`config.mk`:
```
export PLATFORM = sky130hd
export DESIGN_NAME = fdc_cmd_seq
export DESIGN_NICKNAME = d
export VERILOG_FILES = /design/src/rtl/fdc_cmd_pkg.sv /design/src/rtl/fdc_cmd_decode.sv /design/src/rtl/fdc_cmd_timer.sv /design/src/rtl/fdc_cmd_pstore.sv /design/src/rtl/fdc_cmd_seq.sv
export SDC_FILE = /design/constraint.sdc
export NUM_CORES = 1
export LEC_CHECK = 0
export BUFFER_PORTS_ARGS = -buffer_cell sky130_fd_sc_hd__buf_2
export CAP_MARGIN = 20
export CORE_ASPECT_RATIO = 0.75
export CORE_MARGIN = 5
export CORE_UTILIZATION = 45
export CTS_BUF_LIST = sky130_fd_sc_hd__clkbuf_2 sky130_fd_sc_hd__clkbuf_4 sky130_fd_sc_hd__clkbuf_8
export DETAILED_ROUTE_END_ITERATION = 10
export PLACE_DENSITY = 0.71
export SYNTH_ARGS = -nofsm -noshare
export SYNTH_HDL_FRONTEND = slang
export SYNTH_SLANG_ARGS = --single-unit
export TNS_END_PERCENT = 50
```
`constraint.sdc`:
```
create_clock -name clk_i -period 2.9 [get_ports clk_i]
set_input_delay 0.145 -clock clk_i [delete_from_list [all_inputs] [get_ports clk_i]]
set_output_delay 0.145 -clock clk_i [all_outputs]
set_load 0.1 [all_outputs]
```
`src/rtl/fdc_cmd_pkg.sv`:
```
package fdc_cmd_pkg;
  typedef enum logic [2:0] {
    PH_CMD    = 3'd0,
    PH_PROC   = 3'd1,
    PH_PARAM  = 3'd2,
    PH_EXEC   = 3'd3,
    PH_RESULT = 3'd4
  } phase_e;

  localparam logic [7:0] BAD_CMD_STATUS = 8'h80;
  localparam int unsigned OPC_W = 5;
endpackage

```
`src/rtl/fdc_cmd_decode.sv`:
```
module fdc_cmd_decode
  import fdc_cmd_pkg::*;
#(
  parameter int unsigned CNT_W = 4
) (
  input  logic [OPC_W-1:0] code_i,
  output logic             valid_o,
  output logic [CNT_W-1:0] count_o
);
  always_comb begin
    valid_o = 1'b1;
    count_o = '0;
    unique case (code_i)
      5'h03: count_o = CNT_W'(2);
      5'h04: count_o = CNT_W'(1);
      5'h05: count_o = CNT_W'(8);
      5'h06: count_o = CNT_W'(8);
      5'h07: count_o = CNT_W'(1);
      5'h08: count_o = CNT_W'(0);
      5'h0A: count_o = CNT_W'(1);
      5'h0E: count_o = CNT_W'(0);
      5'h0F: count_o = CNT_W'(2);
      5'h13: count_o = CNT_W'(3);
      default: valid_o = 1'b0;
    endcase
  end
endmodule

```
`src/rtl/fdc_cmd_timer.sv`:
```
module fdc_cmd_timer #(
  parameter int unsigned PROC_CYC = 2
) (
  input  logic clk_i,
  input  logic rst_ni,
  input  logic run_i,
  output logic done_o
);
  localparam int unsigned TW = (PROC_CYC > 1) ? $clog2(PROC_CYC) : 1;
  logic [TW-1:0] cnt_q;

  always_ff @(posedge clk_i or negedge rst_ni) begin
    if (!rst_ni)        cnt_q <= '0;
    else if (!run_i)    cnt_q <= '0;
    else if (!done_o)   cnt_q <= cnt_q + 1'b1;
    else                cnt_q <= '0;
  end

  assign done_o = run_i && (cnt_q == TW'(PROC_CYC - 1));
endmodule

```
`src/rtl/fdc_cmd_pstore.sv`:
```
module fdc_cmd_pstore #(
  parameter int unsigned MAX_PARAMS = 8,
  parameter int unsigned CNT_W      = 4
) (
  input  logic                    clk_i,
  input  logic                    rst_ni,
  input  logic                    we_i,
  input  logic [CNT_W-1:0]        idx_i,
  input  logic [7:0]              data_i,
  output logic [MAX_PARAMS*8-1:0] params_o
);
  for (genvar g = 0; g < MAX_PARAMS; g++) begin : g_slot
    logic [7:0] slot_q;
    always_ff @(posedge clk_i or negedge rst_ni) begin
      if (!rst_ni)                                slot_q <= '0;
      else if (we_i && idx_i == CNT_W'(g))        slot_q <= data_i;
    end
    assign params_o[g*8 +: 8] = slot_q;
  end
endmodule

```
`src/rtl/fdc_cmd_seq.sv`:
```
module fdc_cmd_seq
  import fdc_cmd_pkg::*;
#(
  parameter int unsigned MAX_PARAMS = 8,
  parameter int unsigned PROC_CYC   = 2,
  localparam int unsigned CNT_W     = $clog2(MAX_PARAMS + 1)
) (
  input  logic                    clk_i,
  input  logic                    rst_ni,
  input  logic                    soft_rst_i,
  input  logic                    wr_en_i,
  input  logic [7:0]              wr_data_i,
  input  logic                    rd_en_i,
  output logic [7:0]              rd_data_o,
  output logic [7:0]              msr_o,
  input  logic                    fifo_cfg_i,
  output logic                    fifo_en_o,
  output logic                    exec_start_o,
  output logic [7:0]              exec_opcode_o,
  output logic [CNT_W-1:0]        exec_nparam_o,
  output logic [MAX_PARAMS*8-1:0] exec_param_o,
  input  logic                    exec_done_i,
  input  logic [7:0]              exec_status_i
);
  phase_e           state_q;
  logic [7:0]       cmd_q, res_q;
  logic [CNT_W-1:0] idx_q, need_q;
  logic             first_q, start_q;
  logic             dec_valid, tmr_done, take_param, rqm, dio;
  logic [CNT_W-1:0] dec_cnt;

  fdc_cmd_decode #(.CNT_W(CNT_W)) u_decode (
    .code_i  (cmd_q[OPC_W-1:0]),
    .valid_o (dec_valid),
    .count_o (dec_cnt)
  );

  fdc_cmd_timer #(.PROC_CYC(PROC_CYC)) u_timer (
    .clk_i  (clk_i),
    .rst_ni (rst_ni),
    .run_i  (state_q == PH_PROC && !soft_rst_i),
    .done_o (tmr_done)
  );

  assign take_param = wr_en_i && !soft_rst_i && state_q == PH_PARAM;

  fdc_cmd_pstore #(.MAX_PARAMS(MAX_PARAMS), .CNT_W(CNT_W)) u_pstore (
    .clk_i    (clk_i),
    .rst_ni   (rst_ni),
    .we_i     (take_param),
    .idx_i    (idx_q),
    .data_i   (wr_data_i),
    .params_o (exec_param_o)
  );

  always_ff @(posedge clk_i or negedge rst_ni) begin
    if (!rst_ni) begin
      state_q <= PH_CMD;
      cmd_q   <= '0;
      res_q   <= '0;
      idx_q   <= '0;
      need_q  <= '0;
      first_q <= 1'b0;
      start_q <= 1'b0;
    end else if (soft_rst_i) begin
      state_q <= PH_CMD;
      idx_q   <= '0;
      need_q  <= '0;
      first_q <= 1'b0;
      start_q <= 1'b0;
    end else begin
      start_q <= 1'b0;
      unique case (state_q)
        PH_CMD: if (wr_en_i) begin
          cmd_q   <= wr_data_i;
          idx_q   <= '0;
          first_q <= 1'b1;
          state_q <= PH_PROC;
        end
        PH_PARAM: if (wr_en_i) begin
          idx_q   <= idx_q + 1'b1;
          first_q <= 1'b0;
          state_q <= PH_PROC;
        end
        PH_PROC: if (tmr_done) begin
          if (first_q && !dec_valid) begin
            res_q   <= BAD_CMD_STATUS;
            state_q <= PH_RESULT;
          end else if (first_q && dec_cnt != '0) begin
            need_q  <= dec_cnt;
            state_q <= PH_PARAM;
          end else if (!first_q && idx_q != need_q) begin
            state_q <= PH_PARAM;
          end else begin
            start_q <= 1'b1;
            state_q <= PH_EXEC;
          end
        end
        PH_EXEC: if (exec_done_i) begin
          res_q   <= exec_status_i;
          state_q <= PH_RESULT;
        end
        PH_RESULT: if (rd_en_i) begin
          idx_q   <= '0;
          state_q <= PH_CMD;
        end
        default: state_q <= PH_CMD;
      endcase
    end
  end

  assign rqm           = state_q == PH_CMD || state_q == PH_PARAM || state_q == PH_RESULT;
  assign dio           = state_q == PH_RESULT;
  assign msr_o         = {rqm, dio, 1'b0, state_q != PH_CMD, 4'b0000};
  assign rd_data_o     = res_q;
  assign fifo_en_o     = fifo_cfg_i && state_q == PH_EXEC;
  assign exec_start_o  = start_q;
  assign exec_opcode_o = cmd_q;
  assign exec_nparam_o = idx_q;
endmodule

```
==> results.sh, run 1 <==
export IMPL_hold_path_class="primary input to flop"
export IMPL_vias=2773
export IMPL_p_int_mw=2.01
export IMPL_cts_tree="built"
export IMPL_path_buf_inv=1
export IMPL_crit_family="flip-flops"
export IMPL_slowest_stage="dfrtp_1"
export IMPL_postSynth_asyncResetShare=1.00
export IMPL_worstSetupStartpointType="flop"
export IMPL_multi_input_comb_area_um2=1670
export IMPL_final_seq_area_um2=2330
export IMPL_clkLatencyLatePin_ns=0.37
export IMPL_yosys_area_share_simple=0.109
export IMPL_synthCells=305
export IMPL_routedWlPerCell_um=17.9
export IMPL_setup_tns_final_ns=0
export IMPL_max_slew_margin=0.534
export IMPL_globalRoute_totalOverflow=0
export IMPL_crit_fanout=12
export IMPL_rows=30
export IMPL_fillCellCount=794
export IMPL_skew_ns=0.0113
export IMPL_cts_setup_buffers=0
export IMPL_worstMarginPinSlew_ns=0.700
export IMPL_cts_buffer_depth=2
export IMPL_fp_dieW_um=121
export IMPL_r2r_slack_ns=0.99
export IMPL_grt_pass1_vias=2879
export IMPL_core_area_um2=9010
export IMPL_cp_end_kind="primary output"
export IMPL_seqPwrFrac=0.411
export IMPL_power_density_nw_per_um2=742
export IMPL_ys_flop_type="dfrtp_1"
export IMPL_grt_setup_unrepaired="no"
export IMPL_maxCapViolations=0
export IMPL_yosysWarnings=0
export IMPL_grt_busiest_layer="met2"
export IMPL_synth_compound_area_share=0.0409
export IMPL_peakVddDrop_mv=0.339
export IMPL_gp_congestion=0.780
export IMPL_crit_required_ns=2.76
export IMPL_ys_types=50
export IMPL_power_share_clock=0.226
export IMPL_setup_viol=0
export IMPL_path_clk_slew_ns=0.09
export IMPL_p_leak_nw=2.86
export IMPL_drt_total_wl_mm=9.61
export IMPL_drv_slew=0
export IMPL_critPathMaxStageDelay_ns=0.59
export IMPL_cp_arrival_ns=1.87
export IMPL_netSwitchingPower_mw=1.66
export IMPL_period_share=0.694
export IMPL_use_met2=0.256
export IMPL_clock_sink_count=93
export IMPL_routed_via_density=5.17
export IMPL_synthXorXnorAreaFrac=0.0106
export IMPL_r2r_start="state_q[1]$_DFFE_PN0P_"
export IMPL_status="finished, final reports clean"
export IMPL_hold_depth=3
export IMPL_hpwl_mm=7.03
export IMPL_grt_usage=0.179
export IMPL_fin_nets=446
export IMPL_postRouteAntennaNets=0
export IMPL_muxShareOfSynthArea=0.227
export IMPL_worstHoldEndpoint="rd_data_o[0]$_DFFE_PN0P_"
export IMPL_antenna_found_initial=0
export IMPL_drtPass1Iterations=5
export IMPL_period_needed_ns=2.01
export IMPL_avgSynthCellArea_um2=13.5
export IMPL_syn_cell_area_um2=4130
export IMPL_comb_power_share=0.363
export IMPL_drcViolationCount=0
export IMPL_drive_above_1_share=0.507
export IMPL_ys_ff_latch=93
export IMPL_antenna_cells=0
export IMPL_initial_core_util=0.458
export IMPL_whs_ns=0.0134
export IMPL_ioPinCount=117
export IMPL_numCtsBuffers=9
export IMPL_htreeDepth=3
export IMPL_die_area_um2=11200
export IMPL_grt_start_max_net_pins=54
export IMPL_synth_edf_count=0
export IMPL_crit_type="flop to primary output"
export IMPL_grtUsageMet1=0.249
export IMPL_cp_cell_sequence="nor2b_4 > and3_1 > buf_2"
export IMPL_max_freq_ghz=0.497
export IMPL_port_buffers=111
export IMPL_synth_top_family_by_area="multiplexers"
export IMPL_r2r_end="u_pstore.g_slot[3].slot_q[1]$_DFFE_PN0P_"
export IMPL_hold_violations=0
export IMPL_p_sw_frac=0.453
export IMPL_rr_worst_depth=5
export IMPL_hp_start="exec_status_i[0]"
export IMPL_die_h_um=92.9
export IMPL_grt_util_met3=0.0849
export IMPL_seq_area_frac_synth=0.564
export IMPL_clock_root_buffer="clkbuf_8"
export IMPL_grt_pass1_wl_mm=15.5
export IMPL_synthToLayoutAreaGrowth_pct=20.0
export IMPL_synth_adder_area_share=0.0121
export IMPL_drt_initial_drc_count=143
[cells in the mapped netlist, types with 2 or more instances]
cell | count | area (um^2)
a211oi_1 | 2 | 15.0
a21oi_1 | 5 | 25.0
and3_1 | 3 | 18.8
buf_2 | 2 | 10.0
buf_4 | 7 | 52.6
buf_6 | 2 | 22.5
clkbuf_2 | 2 | 10.0
dfrtp_1 | 93 | 2330
ha_1 | 4 | 50.1
inv_1 | 12 | 45.0
mux2_1 | 6 | 67.6
mux2_2 | 67 | 754
mux2i_1 | 10 | 100
nand2_1 | 16 | 60.1
nand2_4 | 8 | 90.1
nand3_1 | 4 | 20.0
nor2_1 | 15 | 56.3
nor2_8 | 2 | 40.0
nor3_1 | 2 | 10.0
nor3b_1 | 3 | 22.5
o21a_1 | 2 | 15.0
o21ai_0 | 6 | 30.0
or3_1 | 2 | 12.5
xnor2_1 | 4 | 35.0
[cells by family after synthesis]
| group | after synthesis |
|---|---|
| simple gates | 67 |
| xor+xnor | 5 |
| flops | 93 |
| compound gates | 24 |
| buf+inv | 27 |
| mux | 84 |
| fa+ha+maj | 4 |
| other cells | 1 |
[flip-flops by register name (all words and copies together), names as in the netlist]
name and count:
u_timer.cnt_q 1, need_q 3, first_q 1, rd_data_o 8, state_q 3, exec_nparam_o 4
exec_start_o 1, exec_opcode_o 8, u_pstore.g_slot.slot_q 64
[power by group through the flow]
stage          registers, mW  logic (mW)  clock network (mW)
5_1_grt                 1.53        1.39               0.911
2_1_floorplan           2.32       0.329                   0
4_1_cts                 1.51        1.34               0.848
6_report                1.51        1.33               0.831
3_3_place_gp            1.53        1.32                   0
3_5_place_dp            1.54        1.34                   0
[per-layer routing]
layer	vias to the layer above	part of all wire
li1	1280	-
met1	1390	0.46
met2	93	0.44
met3	10	0.098
met4	0	0.0070
met5	-	0
[repair_timing]
| action | 4_1_cts | 5_1_grt |
|---|---|---|
| gates resized for setup | 0 | 0 |
| hold endpoints to repair | 51 | 0 |
| setup endpoints to repair | 0 | 0 |
| hold buffers | 1 | 0 |
[worst reg2reg max path: stages (launching register included)]
cell	delay (ns)
dfrtp_1	0.59
nor2b_4	0.31
nand4b_4	0.20
nor2_8	0.21
nand2_4	0.14
mux2_1	0.35
[metrics by stage]
stage	cell area [um^2]	setup WS, ns	std cells	util	total power, mW
after detailed placement	4750	0.978	519	0.528	2.87
after floorplan	4140	0.554	309	-	2.65
final	4950	0.887	536	0.550	3.67
after CTS	4950	0.864	536	0.550	3.70
after global routing	4950	0.771	536	0.550	3.83
after global placement	4750	1.04	519	0.528	2.86
[layout make-up]
cell class / instances / share of cell area
Sequential cell: 93 / 0.470
Multi-Input combinational cell: 189 / 0.337
Timing Repair Buffer: 114 / 0.118
Clock buffer: 12 / 0.0321
Tap cell: 112 / 0.0283
Inverter: 12 / 0.00910
Clock inverter: 4 / 0.00606
[placed cells by master (no fill, tap or decap), types with 3 or more instances in the layout]
master / instances
buf_2: 110
dfrtp_1: 93
mux2_2: 67
nand2_1: 16
nor2_1: 15
inv_1: 12
clkbuf_8: 11
mux2i_1: 10
nand2_4: 8
mux2_1: 6
o21ai_0: 6
a21oi_1: 5
conb_1: 5
xnor2_1: 4
nand3_1: 4
ha_1: 4
nor3b_1: 3
and3_1: 3
buf_4: 3
[how the worst max path moves through the flow]
stage	end	depth (start not counted)	slack (ns)	start
2_1_floorplan	rd_data_o[7]$_DFFE_PN0P_	5	0.55	exec_opcode_o[3]$_DFFE_PN0P_
3_3_place_gp	u_pstore.g_slot[2].slot_q[7]$_DFFE_PN0P_	5	1.04	state_q[1]$_DFFE_PN0P_
3_5_place_dp	u_pstore.g_slot[3].slot_q[7]$_DFFE_PN0P_	5	0.98	state_q[1]$_DFFE_PN0P_
4_1_cts	fifo_en_o	3	0.86	state_q[1]$_DFFE_PN0P_
5_1_grt	fifo_en_o	3	0.77	state_q[1]$_DFFE_PN0P_
6_report	fifo_en_o	3	0.89	state_q[1]$_DFFE_PN0P_
No activity file was read; power rests on OpenSTA's default activity.
==> inputs of run 2 (changes only) <==
ABC_AREA = 1   (was default)
PLACE_DENSITY = 0.74   (was 0.71)
clock period = 1.8 ns   (was 2.9 ns; I/O delays follow)
==> results.sh, run 2 <==
export IMPL_drcViolationCount=0
export IMPL_grt_setup_unrepaired="yes"
export IMPL_seq_area_frac_synth=0.603
export IMPL_drt_total_wl_mm=10.3
export IMPL_fillCellCount=759
export IMPL_power_density_nw_per_um2=1610
export IMPL_peakVddDrop_mv=1.59
export IMPL_gp_congestion=0.912
export IMPL_final_seq_area_um2=2350
export IMPL_routedWlPerCell_um=15.0
export IMPL_fp_dieW_um=117
export IMPL_die_h_um=90.2
export IMPL_grt_usage=0.200
export IMPL_p_leak_nw=2.71
export IMPL_routed_via_density=5.00
export IMPL_path_clk_slew_ns=0.10
export IMPL_period_share=0.985
export IMPL_final_area_um2=5100
export IMPL_crit_type="flop to flop"
export IMPL_initial_core_util=0.459
export IMPL_htreeDepth=3
export IMPL_hold_violations=0
export IMPL_grt_start_max_net_pins=46
export IMPL_cp_end_kind="flop"
export IMPL_drv_slew=0
export IMPL_port_buffers=111
export IMPL_synth_top_cell_area_share=0.603
export IMPL_cp_arrival_ns=2.00
export IMPL_die_area_um2=10600
export IMPL_globalRoute_totalOverflow=0
export IMPL_avgSynthCellArea_um2=8.92
export IMPL_max_freq_ghz=0.564
export IMPL_setup_viol=0
export IMPL_setup_tns_final_ns=0
export IMPL_status="finished, final reports clean"
export IMPL_cts_tree="built"
export IMPL_period_needed_ns=1.77
export IMPL_synth_most_common_cell="nand2_1"
export IMPL_place_area_um2=4640
export IMPL_rows=29
export IMPL_ys_types=21
export IMPL_numCtsBuffers=9
export IMPL_postRouteAntennaNets=0
export IMPL_clock_root_buffer="clkbuf_8"
export IMPL_place_worst_setup_slack_ns=-0.0551
export IMPL_finish_utilization=0.606
export IMPL_clkLatencyLatePin_ns=0.37
export IMPL_multi_input_comb_area_um2=1380
export IMPL_antenna_found_initial=0
export IMPL_yosysWarnings=0
export IMPL_crit_fanout=16
export IMPL_netlist_top_cells_area="dfrtp_1 (60%), nand2_1 (12%), o21ai_0 (11%)"
export IMPL_synth_edf_count=0
export IMPL_synth_common_cells="nand2_1 (128), dfrtp_1 (93), o21ai_0 (85), inv_1 (34), nor2_1 (32)"
export IMPL_fin_nets=602
export IMPL_cts_buffer_depth=2
export IMPL_layout_commonest_cell="nand2_1"
export IMPL_maxCapViolations=0
export IMPL_synth_top_area_cell="dfrtp_1"
export IMPL_ioPinCount=117
export IMPL_skew_ns=0.0171
export IMPL_crit_required_ns=2.03
export IMPL_clock_sink_count=93
export IMPL_largest_reg_flops=64
export IMPL_grt_pass1_wl_mm=16.6
export IMPL_worst_slack_ns=0.0262
export IMPL_core_area_um2=8420
export IMPL_postSynth_asyncResetShare=1.00
export IMPL_antenna_cells=0
export IMPL_grt_pass1_vias=3259
export IMPL_ys_flop_type="dfrtp_1"
export IMPL_final_cell_mix="nand2_1 (123), buf_2 (110), dfrtp_1 (81)"
export IMPL_drive_above_1_share=0.314
export IMPL_whs_ns=0.0293
export IMPL_synthCells=433
export IMPL_worstSetupStartpointType="flop"
export IMPL_ys_ff_latch=93
export IMPL_drtPass1Iterations=7
export IMPL_largest_register="u_pstore.g_slot.slot_q"
export IMPL_hold_path_class="primary input to flop"
export IMPL_drt_initial_drc_count=241
export IMPL_hpwl_mm=7.29
export IMPL_synthToLayoutAreaGrowth_pct=32.2
export IMPL_syn_cell_area_um2=3860
export IMPL_vias=3440
run 2: worst paths after layout:
check                      slack, ns                                  endpoint                startpoint  depth (start not counted)
max in group asynchronous       0.98              exec_nparam_o[3]$_DFFE_PN0P_                    rst_ni                          3
setup / recovery                0.03  u_pstore.g_slot[7].slot_q[0]$_DFFE_PN0P_    state_q[0]$_DFFE_PN0P_                         10
hold reg to reg                 0.49                  rd_data_o[6]$_DFFE_PN0P_  rd_data_o[6]$_DFFE_PN0P_                          2
min in group asynchronous       0.21                     need_q[1]$_DFFE_PN0P_                    rst_ni                          2
setup reg to reg                0.03  u_pstore.g_slot[7].slot_q[0]$_DFFE_PN0P_    state_q[0]$_DFFE_PN0P_                         10
hold / removal                  0.03                       first_q$_DFFE_PN0P_                   wr_en_i                          4
run 2: kinds of logic (layout without fill, tap and decap cells):
family,count (synthesis),after routing,synth area share
other cells,1,5,0.000971
xor+xnor,1,1,0.00227
compound gates,93,93,0.122
buf+inv,52,195,0.0603
fa+ha+maj,4,4,0.0130
flops,93,93,0.603
simple gates,189,189,0.199
run 2: metrics by stage:
stage,std cells,power [mW]
6_report,688,8.24
5_1_grt,688,8.63
4_1_cts,681,8.13
3_5_place_dp,653,6.63
3_3_place_gp,653,6.57
2_1_floorplan,437,5.92
run 2: area by class of cell:
class,instances,area share
clock inverters,5,0.0115
flip-flops and latches,93,0.461
well taps,108,0.0265
clock buffers,11,0.0297
repair buffers,145,0.175
inverters,34,0.0250
multi-input cells,292,0.271
run 2: critical path, cell delays in order (launching register included):
cell	delay [ns]
dfrtp_2	0.46
nor2_4	0.13
inv_2	0.06
nor2_4	0.12
nand2_2	0.07
nor3_4	0.14
buf_2	0.18
nand3_1	0.13
buf_6	0.18
nand2_1	0.07
o21ai_0	0.09
run 2: layer usage:
layer  GRT usage  share of wire  vias up
li1            -              -     1667
met1       0.276           0.46     1652
met2       0.297           0.45      107
met3      0.0691          0.076       14
met4      0.0630          0.014        0
met5           0              0        -
run 2: what timing repair did:
| action | CTS | global route |
|---|---|---|
| pin swaps | 1 | 7 |
| setup endpoints to repair | 28 | 76 |
| gates resized for setup | 4 | 37 |
| buffers inserted | 1 | 5 |
| gates cloned | 0 | 2 |
| endpoints found under the hold margin | 41 | 0 |
| hold buffers | 11 | 0 |
run 2: report_power, final:
part           internal (mW)  switching (mW)  total [mW]
sequential              2.46           0.303        2.77
combinational          0.723            3.30        4.02
clock                  0.718           0.738        1.46
==> inputs of run 3 (changes only) <==
RECOVER_POWER = 100   (was default)
==> results.sh, run 3 (synthesis gave the netlist of run 2 again) <==
export IMPL_period_share=0.985
export IMPL_skew_ns=0.0169
export IMPL_drt_total_wl_mm=10.3
export IMPL_cp_end_kind="flop"
export IMPL_setup_tns_final_ns=0
export IMPL_worstSetupStartpointType="flop"
export IMPL_largest_reg_flops=64
export IMPL_synthToLayoutAreaGrowth_pct=32.0
export IMPL_final_area_um2=5100
export IMPL_place_worst_setup_slack_ns=-0.0551
export IMPL_max_freq_ghz=0.564
export IMPL_setup_viol=0
export IMPL_drtPass1Iterations=5
export IMPL_peakVddDrop_mv=1.59
export IMPL_grt_setup_unrepaired="yes"
export IMPL_crit_fanout=16
export IMPL_p_sw_frac=0.526
export IMPL_multi_input_comb_area_um2=1380
export IMPL_path_clk_slew_ns=0.10
export IMPL_cp_arrival_ns=2.00
export IMPL_globalRoute_totalOverflow=0
export IMPL_worstMarginPinSlew_ns=0.857
export IMPL_power_share_clock=0.177
export IMPL_worst_slack_ns=0.0264
export IMPL_fp_dieW_um=117
export IMPL_comb_power_share=0.488
export IMPL_hold_path_class="primary input to flop"
export IMPL_core_area_um2=8420
export IMPL_status="finished, final reports clean"
export IMPL_numCtsBuffers=9
export IMPL_gp_congestion=0.912
export IMPL_final_cell_mix="nand2_1 (123), buf_2 (110), dfrtp_1 (81)"
export IMPL_grt_usage=0.200
export IMPL_clock_sink_count=93
export IMPL_drcViolationCount=0
export IMPL_die_area_um2=10600
export IMPL_place_area_um2=4640
export IMPL_netSwitchingPower_mw=4.34
export IMPL_antenna_cells=0
export IMPL_drt_initial_drc_count=246
export IMPL_fin_cells=688
export IMPL_whs_ns=0.0280
export IMPL_grt_pass1_wl_mm=16.6
export IMPL_p_total_mw=8.24
export IMPL_place_inst=653
export IMPL_port_buffers=111
export IMPL_cts_tree="built"
export IMPL_drv_slew=0
export IMPL_fillCellCount=760
export IMPL_vias=3446
export IMPL_clkLatencyLatePin_ns=0.37
export IMPL_drive_above_1_share=0.314
export IMPL_p_leak_nw=2.71
export IMPL_fin_nets=602
export IMPL_crit_required_ns=2.03
export IMPL_postRouteAntennaNets=0
export IMPL_maxCapViolations=0
export IMPL_clock_root_buffer="clkbuf_8"
export IMPL_hpwl_mm=7.29
export IMPL_power_density_nw_per_um2=1620
export IMPL_initial_core_util=0.459
export IMPL_ioPinCount=117
export IMPL_finish_utilization=0.606
export IMPL_largest_register="u_pstore.g_slot.slot_q"
export IMPL_die_h_um=90.2
export IMPL_cts_buffer_depth=2
export IMPL_routed_via_density=5.01
export IMPL_htreeDepth=3
export IMPL_hold_violations=0
export IMPL_crit_type="flop to flop"
export IMPL_p_int_mw=3.90
export IMPL_grt_start_max_net_pins=46
export IMPL_layout_commonest_cell="nand2_1"
export IMPL_antenna_found_initial=0
export IMPL_rows=29
export IMPL_final_seq_area_um2=2350
export IMPL_period_needed_ns=1.77
export IMPL_routedWlPerCell_um=15.0
export IMPL_seqPwrFrac=0.336
export IMPL_grt_pass1_vias=3259
export IMPL_max_slew_margin=0.429
==> run 3: cell count changes in the layout (fill, tap and decap cells not counted), sizes merged <==
cell / change
buf: -2
clkbuf: +2
==> run 3: timing repair <==
item                                    CTS  global route
resized for setup                         4            37
endpoints found under the setup margin   28            76
hold buffers                             11             0
hold endpoints to repair                 41             0
pin swaps                                 1             7
setup buffers                             1             5
gates cloned                              0             2
==> run 3: layout make-up <==
| cell class | count | area share |
|---|---|---|
| well taps | 108 | 0.0265 |
| inverters | 34 | 0.0250 |
| clock inverters | 5 | 0.0115 |
| multi-input cells | 292 | 0.271 |
| repair buffers | 145 | 0.174 |
| clock buffers | 11 | 0.0297 |
| flip-flops and latches | 93 | 0.462 |
==> run 3: metal layers <==
| layer | wire length [um] | vias up | share of wire | GRT usage |
|---|---|---|---|---|
| li1 | - | 1671 | - | - |
| met1 | 4670 | 1642 | 0.45 | 0.276 |
| met2 | 4710 | 119 | 0.45 | 0.297 |
| met3 | 825 | 14 | 0.080 | 0.0691 |
| met4 | 143 | 0 | 0.014 | 0.0630 |
| met5 | 0 | - | 0 | 0 |
==> run 3: path summary, 6_finish.rpt <==
check | from | end | slack [ns] | cells past startpoint
min reg2reg | rd_data_o[6]$_DFFE_PN0P_ | rd_data_o[6]$_DFFE_PN0P_ | 0.49 | 2
min | wr_en_i | first_q$_DFFE_PN0P_ | 0.03 | 4
min in group asynchronous | rst_ni | need_q[1]$_DFFE_PN0P_ | 0.36 | 2
max in group asynchronous | rst_ni | exec_nparam_o[1]$_DFFE_PN0P_ | 0.49 | 3
max reg2reg | state_q[0]$_DFFE_PN0P_ | u_pstore.g_slot[7].slot_q[0]$_DFFE_PN0P_ | 0.03 | 10
max | state_q[0]$_DFFE_PN0P_ | u_pstore.g_slot[7].slot_q[0]$_DFFE_PN0P_ | 0.03 | 10
==> run 3: power groups by stage <==
stage | logic, mW | registers [mW] | clock network, mW
6_report | 4.02 | 2.76 | 1.46
3_3_place_gp | 3.81 | 2.76 | 0
4_1_cts | 3.90 | 2.73 | 1.50
5_1_grt | 4.24 | 2.81 | 1.57
3_5_place_dp | 3.86 | 2.77 | 0
2_1_floorplan | 1.15 | 4.77 | 0
==> run 3: critical path: stages (launching register included) <==
cell and delay (ns):
dfrtp_2 0.46, nor2_4 0.13, inv_2 0.06, nor2_4 0.12, nand2_2 0.07, nor3_4 0.14
buf_2 0.18, nand3_1 0.13, buf_6 0.18, nand2_1 0.07, o21ai_0 0.09
